==> src/rtl/pktreg_pkg.sv <==
package pktreg_pkg;
  localparam logic [5:0] OFF_ID_LO  = 6'h00;
  localparam logic [5:0] OFF_ID_HI  = 6'h04;
  localparam logic [5:0] OFF_BUSY   = 6'h08;
  localparam logic [5:0] OFF_RX_CNT = 6'h0C;
  localparam logic [5:0] OFF_TX_CNT = 6'h10;
  localparam logic [5:0] OFF_CTRL   = 6'h14;
  localparam logic [5:0] OFF_INFO   = 6'h18;
  localparam logic [5:0] OFF_RX_DAT = 6'h1C;
  localparam logic [5:0] OFF_TX_DAT = 6'h20;

  localparam int BIT_TX_DONE = 0;
  localparam int BIT_RX_AVL  = 1;
  localparam int BIT_TEST    = 31;
endpackage

==> src/rtl/pktreg_rx.sv <==
module pktreg_rx #(
  parameter int CNT_W = 17,
  parameter int LEN_W = 16
) (
  input  logic             clk_i,
  input  logic             rst_ni,
  input  logic             rx_valid_i,
  input  logic [LEN_W-1:0] rx_len_m1_i,
  input  logic             rd_data_i,
  input  logic             cause_i,
  output logic             start_o,
  output logic             pop_o,
  output logic [CNT_W-1:0] cnt_o
);
  logic [CNT_W-1:0] cnt_q;

  assign start_o = rx_valid_i && (cnt_q == '0) && !cause_i;
  assign pop_o   = rd_data_i && rx_valid_i && (cnt_q != '0);
  assign cnt_o   = cnt_q;

  always_ff @(posedge clk_i or negedge rst_ni) begin
    if (!rst_ni) begin
      cnt_q <= '0;
    end else if (start_o) begin
      cnt_q <= CNT_W'(rx_len_m1_i) + CNT_W'(1);
    end else if (pop_o) begin
      cnt_q <= cnt_q - CNT_W'(1);
    end
  end
endmodule

==> src/rtl/pktreg_tx.sv <==
module pktreg_tx #(
  parameter int MAX_BYTES = 65536,
  parameter int CNT_W     = 17,
  parameter int DATA_W    = 32
) (
  input  logic              clk_i,
  input  logic              rst_ni,
  input  logic              wr_cnt_i,
  input  logic              wr_data_i,
  input  logic [DATA_W-1:0] wdata_i,
  output logic [CNT_W-1:0]  cnt_o,
  output logic              done_o,
  output logic              tx_valid_o,
  output logic [7:0]        tx_data_o,
  output logic              tx_last_o
);
  localparam logic [DATA_W-1:0] MAX_W = DATA_W'(MAX_BYTES);

  logic [CNT_W-1:0] cnt_q;
  logic             push;
  logic [CNT_W-1:0] load_val;

  assign push     = wr_data_i && (cnt_q != '0);
  assign done_o   = push && (cnt_q == CNT_W'(1));
  assign load_val = (wdata_i > MAX_W) ? CNT_W'(MAX_BYTES) : wdata_i[CNT_W-1:0];
  assign cnt_o    = cnt_q;

  always_ff @(posedge clk_i or negedge rst_ni) begin
    if (!rst_ni) begin
      cnt_q      <= '0;
      tx_valid_o <= 1'b0;
      tx_data_o  <= '0;
      tx_last_o  <= 1'b0;
    end else begin
      tx_valid_o <= push;
      tx_last_o  <= done_o;
      if (push) begin
        tx_data_o <= wdata_i[7:0];
        cnt_q     <= cnt_q - CNT_W'(1);
      end else if (wr_cnt_i && (cnt_q == '0)) begin
        cnt_q <= load_val;
      end
    end
  end
endmodule

==> src/rtl/pktreg_irq.sv <==
module pktreg_irq #(
  parameter int DATA_W = 32
) (
  input  logic              clk_i,
  input  logic              rst_ni,
  input  logic              wr_i,
  input  logic [DATA_W-1:0] wdata_i,
  input  logic              tx_set_i,
  input  logic              rx_set_i,
  output logic [DATA_W-1:0] ctrl_o,
  output logic              rx_cause_o,
  output logic              irq_o
);
  import pktreg_pkg::*;

  logic tx_q, rx_q, test_q;

  always_ff @(posedge clk_i or negedge rst_ni) begin
    if (!rst_ni) begin
      tx_q   <= 1'b0;
      rx_q   <= 1'b0;
      test_q <= 1'b0;
    end else begin
      // device events win over a same-cycle acknowledge
      if (tx_set_i)                       tx_q <= 1'b1;
      else if (wr_i && wdata_i[BIT_TX_DONE]) tx_q <= 1'b0;
      if (rx_set_i)                       rx_q <= 1'b1;
      else if (wr_i && wdata_i[BIT_RX_AVL])  rx_q <= 1'b0;
      if (wr_i && wdata_i[BIT_TEST])      test_q <= 1'b1;
      else if (wr_i && (wdata_i == '0))   test_q <= 1'b0;
    end
  end

  always_comb begin
    ctrl_o              = '0;
    ctrl_o[BIT_TX_DONE] = tx_q;
    ctrl_o[BIT_RX_AVL]  = rx_q;
    ctrl_o[BIT_TEST]    = test_q;
  end

  assign rx_cause_o = rx_q;
  assign irq_o      = tx_q | rx_q | test_q;
endmodule

==> src/rtl/pktreg_top.sv <==
module pktreg_top #(
  parameter int          DATA_W    = 32,
  parameter int          ADDR_W    = 6,
  parameter int          MAX_BYTES = 65536,
  parameter logic [63:0] PROBE_ID  = "1EDONTKP",
  parameter logic [31:0] INFO_WORD = 32'h0000_0001,
  localparam int         CNT_W     = $clog2(MAX_BYTES + 1),
  localparam int         LEN_W     = $clog2(MAX_BYTES)
) (
  input  logic              clk_i,
  input  logic              rst_ni,
  input  logic              req_i,
  input  logic              we_i,
  input  logic [ADDR_W-1:0] addr_i,
  input  logic [DATA_W-1:0] wdata_i,
  output logic [DATA_W-1:0] rdata_o,
  input  logic              rx_valid_i,
  output logic              rx_ready_o,
  input  logic [7:0]        rx_data_i,
  input  logic [LEN_W-1:0]  rx_len_m1_i,
  output logic              tx_valid_o,
  output logic [7:0]        tx_data_o,
  output logic              tx_last_o,
  output logic              irq_o
);
  import pktreg_pkg::*;

  logic [5:0]        word_addr;
  logic              rd, wr;
  logic              rd_rxdat, wr_txcnt, wr_txdat, wr_ctrl;
  logic [CNT_W-1:0]  rx_cnt, tx_cnt;
  logic              rx_start, rx_pop, rx_cause, tx_done;
  logic [DATA_W-1:0] ctrl;
  logic              busy;

  assign word_addr = {addr_i[5:2], 2'b00};
  assign rd        = req_i && !we_i;
  assign wr        = req_i && we_i;
  assign rd_rxdat  = rd && (word_addr == OFF_RX_DAT);
  assign wr_txcnt  = wr && (word_addr == OFF_TX_CNT);
  assign wr_txdat  = wr && (word_addr == OFF_TX_DAT);
  assign wr_ctrl   = wr && (word_addr == OFF_CTRL);
  assign busy      = (rx_cnt != '0) || (tx_cnt != '0);

  pktreg_rx #(.CNT_W(CNT_W), .LEN_W(LEN_W)) u_rx (
    .clk_i, .rst_ni,
    .rx_valid_i, .rx_len_m1_i,
    .rd_data_i (rd_rxdat),
    .cause_i   (rx_cause),
    .start_o   (rx_start),
    .pop_o     (rx_pop),
    .cnt_o     (rx_cnt)
  );

  pktreg_tx #(.MAX_BYTES(MAX_BYTES), .CNT_W(CNT_W), .DATA_W(DATA_W)) u_tx (
    .clk_i, .rst_ni,
    .wr_cnt_i  (wr_txcnt),
    .wr_data_i (wr_txdat),
    .wdata_i,
    .cnt_o     (tx_cnt),
    .done_o    (tx_done),
    .tx_valid_o, .tx_data_o, .tx_last_o
  );

  pktreg_irq #(.DATA_W(DATA_W)) u_irq (
    .clk_i, .rst_ni,
    .wr_i       (wr_ctrl),
    .wdata_i,
    .tx_set_i   (tx_done),
    .rx_set_i   (rx_start),
    .ctrl_o     (ctrl),
    .rx_cause_o (rx_cause),
    .irq_o
  );

  assign rx_ready_o = rx_pop;

  always_comb begin
    rdata_o = '0;
    if (rd) begin
      unique case (word_addr)
        OFF_ID_LO:  rdata_o = PROBE_ID[31:0];
        OFF_ID_HI:  rdata_o = PROBE_ID[63:32];
        OFF_BUSY:   rdata_o = DATA_W'(busy);
        OFF_RX_CNT: rdata_o = DATA_W'(rx_cnt);
        OFF_TX_CNT: rdata_o = DATA_W'(tx_cnt);
        OFF_CTRL:   rdata_o = ctrl;
        OFF_INFO:   rdata_o = INFO_WORD;
        OFF_RX_DAT: rdata_o = rx_pop ? DATA_W'(rx_data_i) : '0;
        default:    rdata_o = '0;
      endcase
    end
  end
endmodule

==> config.mk <==
export PLATFORM = sky130hd
export DESIGN_NAME = pktreg_top
export DESIGN_NICKNAME = d
export VERILOG_FILES = /design/src/rtl/pktreg_pkg.sv /design/src/rtl/pktreg_rx.sv /design/src/rtl/pktreg_tx.sv /design/src/rtl/pktreg_irq.sv /design/src/rtl/pktreg_top.sv
export SDC_FILE = /design/constraint.sdc
export NUM_CORES = 1
export LEC_CHECK = 0
export CAP_MARGIN = 20
export CORE_MARGIN = 5
export CORE_UTILIZATION = 43
export DETAILED_ROUTE_END_ITERATION = 7
export GPL_TIMING_DRIVEN = 0
export PLACE_DENSITY = 0.89
export SETUP_SLACK_MARGIN = 0.4
export SYNTH_ARGS = -nofsm -noshare
export SYNTH_HDL_FRONTEND = slang
export SYNTH_SLANG_ARGS = --single-unit
export TNS_END_PERCENT = 20
==> constraint.sdc <==
create_clock -name clk_i -period 3 [get_ports clk_i]
set_input_delay 0.9 -clock clk_i [delete_from_list [all_inputs] [get_ports clk_i]]
set_output_delay 0.9 -clock clk_i [all_outputs]
set_load 0.02 [all_outputs]
==> results of run 1 <==
layer usage:
layer	vias to the layer above	part of all wire [%]	track usage, %
met3	125	12	6.57
li1	1928	-	-
met1	2122	33	32.6
met2	440	48	47.8
met5	-	0	0
met4	0	6.7	12.3
layout make-up:
cell class / count / share of cell area (%)
clock buffer: 6 / 1.22
clock inverter: 2 / 1.01
multi-input combinational: 347 / 44.3
sequential: 47 / 19.8
buffer: 34 / 5.78
tap: 105 / 2.21
timing repair buffer: 150 / 25.0
inverter: 11 / 0.694
synth_stat cells, types with 3 or more instances:
| library cell | n |
|---|---|
| nand2_1 | 62 |
| dfrtp_1 | 47 |
| nor2_1 | 39 |
| a21oi_1 | 21 |
| nor4_1 | 19 |
| nand3_1 | 17 |
| nor3_1 | 17 |
| xor2_1 | 16 |
| o21ai_0 | 13 |
| buf_4 | 12 |
| clkbuf_1 | 12 |
| xnor2_1 | 11 |
| a211oi_1 | 10 |
| and3_1 | 10 |
| inv_1 | 10 |
| buf_2 | 9 |
| nand4_1 | 9 |
| a22oi_1 | 8 |
| a311oi_1 | 6 |
| ha_1 | 6 |
| a221o_1 | 5 |
| a21o_1 | 4 |
| a221oi_1 | 4 |
| nand2b_1 | 4 |
| nand3b_1 | 4 |
| nor2b_1 | 4 |
| o2111ai_1 | 4 |
| or4_1 | 4 |
| a222oi_1 | 3 |
| nor4b_1 | 3 |
| or3_1 | 3 |
power by group through the flow:
stage | Combinational (mW) | Sequential (mW) | Clock [mW]
detailed placement | 0.755 | 0.856 | 0
global route | 1.05 | 0.891 | 0.594
floorplan | 0.453 | 0.848 | 0
global placement | 0.731 | 0.853 | 0
finish | 0.998 | 0.887 | 0.585
CTS | 0.858 | 0.857 | 0.566
worst paths after layout:
path | depth (start not counted) | startpoint | endpoint | slack, ns
worst max-delay path | 8 | u_rx.cnt_o[12]$_DFFE_PN0P_ | rdata_o[7] | -0.30
worst min-delay path | 1 | rst_ni | u_tx.tx_data_o[7]$_DFFE_PN0P_ | 0.45
worst max register to register | 7 | u_rx.cnt_o[12]$_DFFE_PN0P_ | u_rx.cnt_o[2]$_DFFE_PN0P_ | 0.37
worst min register to register | 2 | u_tx.tx_data_o[0]$_DFFE_PN0P_ | u_tx.tx_data_o[0]$_DFFE_PN0P_ | 0.48
max in group asynchronous | 2 | rst_ni | u_irq.test_q$_DFFE_PN0P_ | 2.05
min in group clk_i | 2 | u_tx.tx_data_o[0]$_DFFE_PN0P_ | u_tx.tx_data_o[0]$_DFFE_PN0P_ | 0.48
worst max-delay path, stage by stage (launching register included):
cell and delay (ns):
dfrtp_1 0.41, or4_4 0.56, nand4b_4 0.20, nand2_2 0.10
inv_2 0.05, buf_6 0.13, a222oi_1 0.39, nor2_4 0.07
buf_6 0.15
through the flow:
step	power, mW	utilization [%]	std cells
floorplan	1.30	-	439
global placement	1.58	61.2	648
detailed placement	1.61	61.4	649
CTS	2.28	69.3	686
global route	2.54	73.1	702
finish	2.47	73.1	702
flip-flops by register name, summed over array words and instances (netlist names):
signal	count
u_tx.tx_valid_o	1
u_tx.tx_last_o	1
u_tx.tx_data_o	8
u_irq.tx_q	1
u_irq.test_q	1
u_irq.rx_cause_o	1
u_rx.cnt_o	17
u_tx.cnt_o	17
timing repair:
action,4_1_cts,5_1_grt
cloned,1,0
endpoints found under the setup margin,74,61
gates resized for setup,218,67
pin swaps,25,16
buffers inserted,28,16
kinds of logic after synthesis:
| group | after synthesis |
|---|---|
| simple gates | 216 |
| other cells | 1 |
| compound gates | 92 |
| buf+inv | 45 |
| flops | 47 |
| xor+xnor | 27 |
| mux | 2 |
| fa+ha+maj | 6 |
==> flow_summary.yaml, run 1 <==
placement:
  placed_cell_area_um2: 4990
  dp_slack_ns: -1.25
  gp_congestion: 0.954
  dp_hpwl_mm: 9.14
  port-buffer-count: 104
global_routing:
  grt_max_degree: 37
  grt_usage_pct: 27.7
  grt_first_pass_wirelength_mm: 22.5
  first_global_vias: 4407
  grt_overflow: 0
  antenna_found_initial: 0
drt:
  routed_via_density: 6.57
  drc_errors: 0
  antenna_left: 0
  finalWirelength_mm: 16.1
  drtPass1Iterations: 6
  num_vias: 4615
  drt-initial-drc-count: 424
  drt-wirelength-per-cell_um: 22.9
power:
  power_switching_mw: 0.969
  pwr-share-clk_pct: 23.7
  p_comb_share_pct: 40.4
  switching_share_pct: 39.2
  power_frac_seq_pct: 35.9
  intPower_mw: 1.50
  powerDensity_nw_per_um2: 415
  p_leak_nw: 2.52
  ir_worst_vdd_v: 0.000203
logic_synthesis:
  seq_area_frac_synth_pct: 33.0
  synth_top_family_by_area: "simple AND/OR/NAND/NOR gates"
  syn-mean-instance-area_um2: 8.17
  yosys-mux-area-fraction_pct: 0.667
  synth_cell_types: 63
  ys.warnings.count: 0
  synth_adder_area_share_pct: 2.11
  synth-simple-area-share_pct: 32.5
  synth_top_area_share_pct: 33.0
  yosysTopAreaCell: "dfrtp_1"
  synth_compound_area_share_pct: 18.4
  yosys_register_bits: 47
  yosys.area_share.xor_xnor_pct: 6.64
  synthTopCellsByArea: "dfrtp_1 (33%), nand2_1 (6.5%), nor2_1 (4.1%)"
  synth_top_flop_cell: "dfrtp_1"
  synth_edf_count: 0
  synthCells: 436
  synth_area_um2: 3560
  synthArstFlopShare_pct: 100
sta:
  setup_violations: 19
  fin_hold_ws_ns: 0.450
  relSlewSlack_pct: 51.1
  period_minus_slack_ns: 3.30
  tightest_slew_ns: 0.726
  tns_ns: -2.47
  finalHoldViolations: 0
  fin_crit_sh_pct: 110
  fmax_ghz: 0.303
  skew_ns: 0.0104
  drv_slew: 0
  fin_ws_ns: -0.297
  rsz0062_at_grt: "true"
floorplan:
  rows: 33
  start_util_pct: 43.8
  io-pin-count: 111
  die-area_um2: 10200
  core_area_um2: 8130
  die-height_um: 101
  die_w_um: 101
final_layout:
  num_antenna_cells: 0
  final_common_cell: "clkdlybuf4s50_1"
  fill_cells: 502
  multi_input_area_um2: 2640
  seqCellArea_um2: 1180
  area_growth_pct: 67.0
  nets: 669
  final_cell_area_um2: 5950
  drive_above_1_share_pct: 32.3
  layout_common_cells: "clkdlybuf4s50_1 (66), nand2_1 (56), dfrtp_1 (47)"
worst_setup_path:
  cp-end-kind: "output pin"
  arrival_ns: 2.40
  worstSetupPathType: "reg -> out"
  cp.required_ns: 2.10
  start_kind: "register"
  cp_max_fo: 8
clocking:
  cts_root_buf: "clkbuf_8"
  cts_inserted_buffers: 5
  htreeDepth: 2
  cts_hold_buf: 0
  cts_sinks: 47
  cts_tree: "done"
  clock_path_buffers: 2
  clk_pin_slew_ns: 0.10
  clk_latency_ns: 0.32
run:
  max_cap_violations: 0
outcome:
  violations: "setup timing"
  status: "finished, violations left"
hold_path:
  hold_path.class: "in -> async"
No activity file was read; power rests on OpenSTA's default activity.
==> inputs of run 2 (changes only) <==
--- a/config.mk
+++ b/config.mk
@@ -5,7 +5,7 @@
 export SDC_FILE = /design/constraint.sdc
 export NUM_CORES = 1
 export LEC_CHECK = 0
-export CAP_MARGIN = 20
+export CORE_ASPECT_RATIO = 0.7
 export CORE_MARGIN = 5
 export CORE_UTILIZATION = 43
 export DETAILED_ROUTE_END_ITERATION = 7
==> run 2 against run 1 <==
Effect of this change: hold slack gained 0.027 ns; first-iteration DRC count grew 14%; critical endpoint is now rdata_o[1]; critical path depth stayed put; flip-flop and latch count stayed put; the run still ends with setup timing left; sequential power fell by 2.5%; total power fell by 1.9%; die area up 0.29%.
==> flow_summary.yaml, run 2 (synthesis gave the netlist of run 1 again) <==
drt:
  drc_errors: 0
  finalWirelength_mm: 14.4
  routed_via_density: 6.27
  drt-wirelength-per-cell_um: 20.8
  drtPass1Iterations: 5
  num_vias: 4348
  drt-initial-drc-count: 482
  antenna_left: 0
clocking:
  htreeDepth: 2
  cts_root_buf: "clkbuf_16"
  clk_latency_ns: 0.30
  clock_path_buffers: 2
  cts_hold_buf: 0
  cts_inserted_buffers: 5
  cts_sinks: 47
  clk_pin_slew_ns: 0.07
  cts_tree: "done"
worst_setup_path:
  arrival_ns: 2.36
  worstReg2RegStart: "u_tx.cnt_o[0]$_DFFE_PN0P_"
  ff2ff_path_depth: 8
  cp_max_fo: 3
  rr_endpoint: "u_tx.cnt_o[1]$_DFFE_PN0P_"
  rrSetupSlack_ns: 0.26
  cp.required_ns: 2.10
  cp-end-kind: "output pin"
  start_kind: "register"
  worstSetupPathType: "reg -> out"
final_layout:
  drive_above_1_share_pct: 32.2
  fill_cells: 548
  area_growth_pct: 68.7
  final_core_util_pct: 75.4
  nets: 665
  layout_common_cells: "nand2_1 (56), clkdlybuf4s50_1 (53), dfrtp_1 (47)"
  num_antenna_cells: 0
  final_cell_area_um2: 6010
  final_common_cell: "nand2_1"
floorplan:
  start_util_pct: 44.7
  io-pin-count: 111
  rows: 27
  core_area_um2: 7970
  die_w_um: 119
  die-area_um2: 10200
  die-height_um: 86.2
sta:
  fmax_ghz: 0.307
  fin_hold_ws_ns: 0.477
  fin_crit_sh_pct: 109
  tightest_slew_ns: 0.940
  setup_violations: 19
  period_minus_slack_ns: 3.26
  drv_slew: 0
  skew_ns: 0.00671
  relSlewSlack_pct: 36.7
  fin_ws_ns: -0.260
  finalHoldViolations: 0
  rsz0062_at_grt: "true"
global_routing:
  grt_first_pass_wirelength_mm: 22.5
  grt_usage_pct: 27.3
  grt_max_degree: 26
  grt_overflow: 0
  antenna_found_initial: 0
  first_global_vias: 4133
outcome:
  violations: "setup timing"
  status: "finished, violations left"
hold_path:
  min_from: "u_tx.tx_data_o[6]$_DFFE_PN0P_"
  hold_path.class: "reg -> reg"
  hold_end: "u_tx.tx_data_o[6]$_DFFE_PN0P_"
  hold_depth: 2
placement:
  port-buffer-count: 104
  placed_cell_area_um2: 4990
  dp_hpwl_mm: 9.93
  gp_congestion: 0.903
power:
  powerDensity_nw_per_um2: 403
  ir_worst_vdd_v: 0.000231
  p_leak_nw: 2.63
run:
  max_cap_violations: 0
run 2: cell types whose count changed in the layout (fill, tap and decap cells not counted), sizes merged:
cell / previous run / this run
clkdlybuf4s50: 66 / 53
dlymetal6s2s: 1 / 14
clkbuf: 20 / 17
buf: 102 / 100
bufinv: 2 / 0
clkinvlp: 0 / 2
clkinv: 0 / 1
run 2: worst max path at each step:
stage,slack [ns],cells after the start,startpoint,to
after floorplan,0.05,8,we_i,rdata_o[2]
after global placement,-1.24,9,addr_i[3],rdata_o[4]
after detailed placement,-1.29,9,addr_i[3],rdata_o[3]
after CTS,-0.25,8,u_rx.cnt_o[12]$_DFFE_PN0P_,rdata_o[1]
after global routing,-0.32,9,u_rx.cnt_o[8]$_DFFE_PN0P_,rdata_o[1]
final,-0.26,8,u_rx.cnt_o[12]$_DFFE_PN0P_,rdata_o[1]
run 2: per-stage QoR:
stage	TNS, ns	cells	power (mW)	setup WS, ns
after floorplan	0	439	1.30	0.0450
after global placement	-50.69	644	1.60	-1.24
after detailed placement	-36.20	645	1.63	-1.29
after CTS	-2.06	679	2.32	-0.250
after global routing	-2.77	694	2.53	-0.320
final	-1.88	694	2.42	-0.260
run 2: timing repair:
action,in CTS,in global routing
setup endpoints to repair,74,62
buffers inserted,24,15
pin swaps,36,22
resized for setup,252,54
cloned,2,0
run 2: per-layer routing:
| layer | global-route usage (%) | wire, um |
|---|---|---|
| met5 | 0 | 0 |
| met3 | 6.92 | 1690 |
| met4 | 7.78 | 354 |
| met2 | 42.0 | 6400 |
| met1 | 38.1 | 6010 |
run 2: report_power, final:
group	total [mW]	switching, mW	internal (mW)	leakage (nW)
logic	0.986	0.547	0.439	1.95
registers	0.865	0.136	0.729	0.613
clock network	0.572	0.264	0.308	0.0658
run 2: critical path, cell delays in order (launching register included):
cell and delay (ns):
dfrtp_1 0.39, or4_4 0.55, nand4b_4 0.21, nand2_2 0.11, inv_2 0.06, buf_6 0.13, a222oi_1 0.40, nor2_4 0.06
buf_6 0.15
run 2: final cells by class:
type | instances | area [um^2] | area share, %
plain buffers | 34 | 345 | 5.75
clock buffers | 5 | 125 | 2.08
clock inverters | 3 | 20.0 | 0.333
inverters | 11 | 41.3 | 0.687
multi-input cells | 347 | 2700 | 44.9
flip-flops and latches | 47 | 1180 | 19.6
well taps | 101 | 126 | 2.10
repair buffers | 146 | 1480 | 24.6
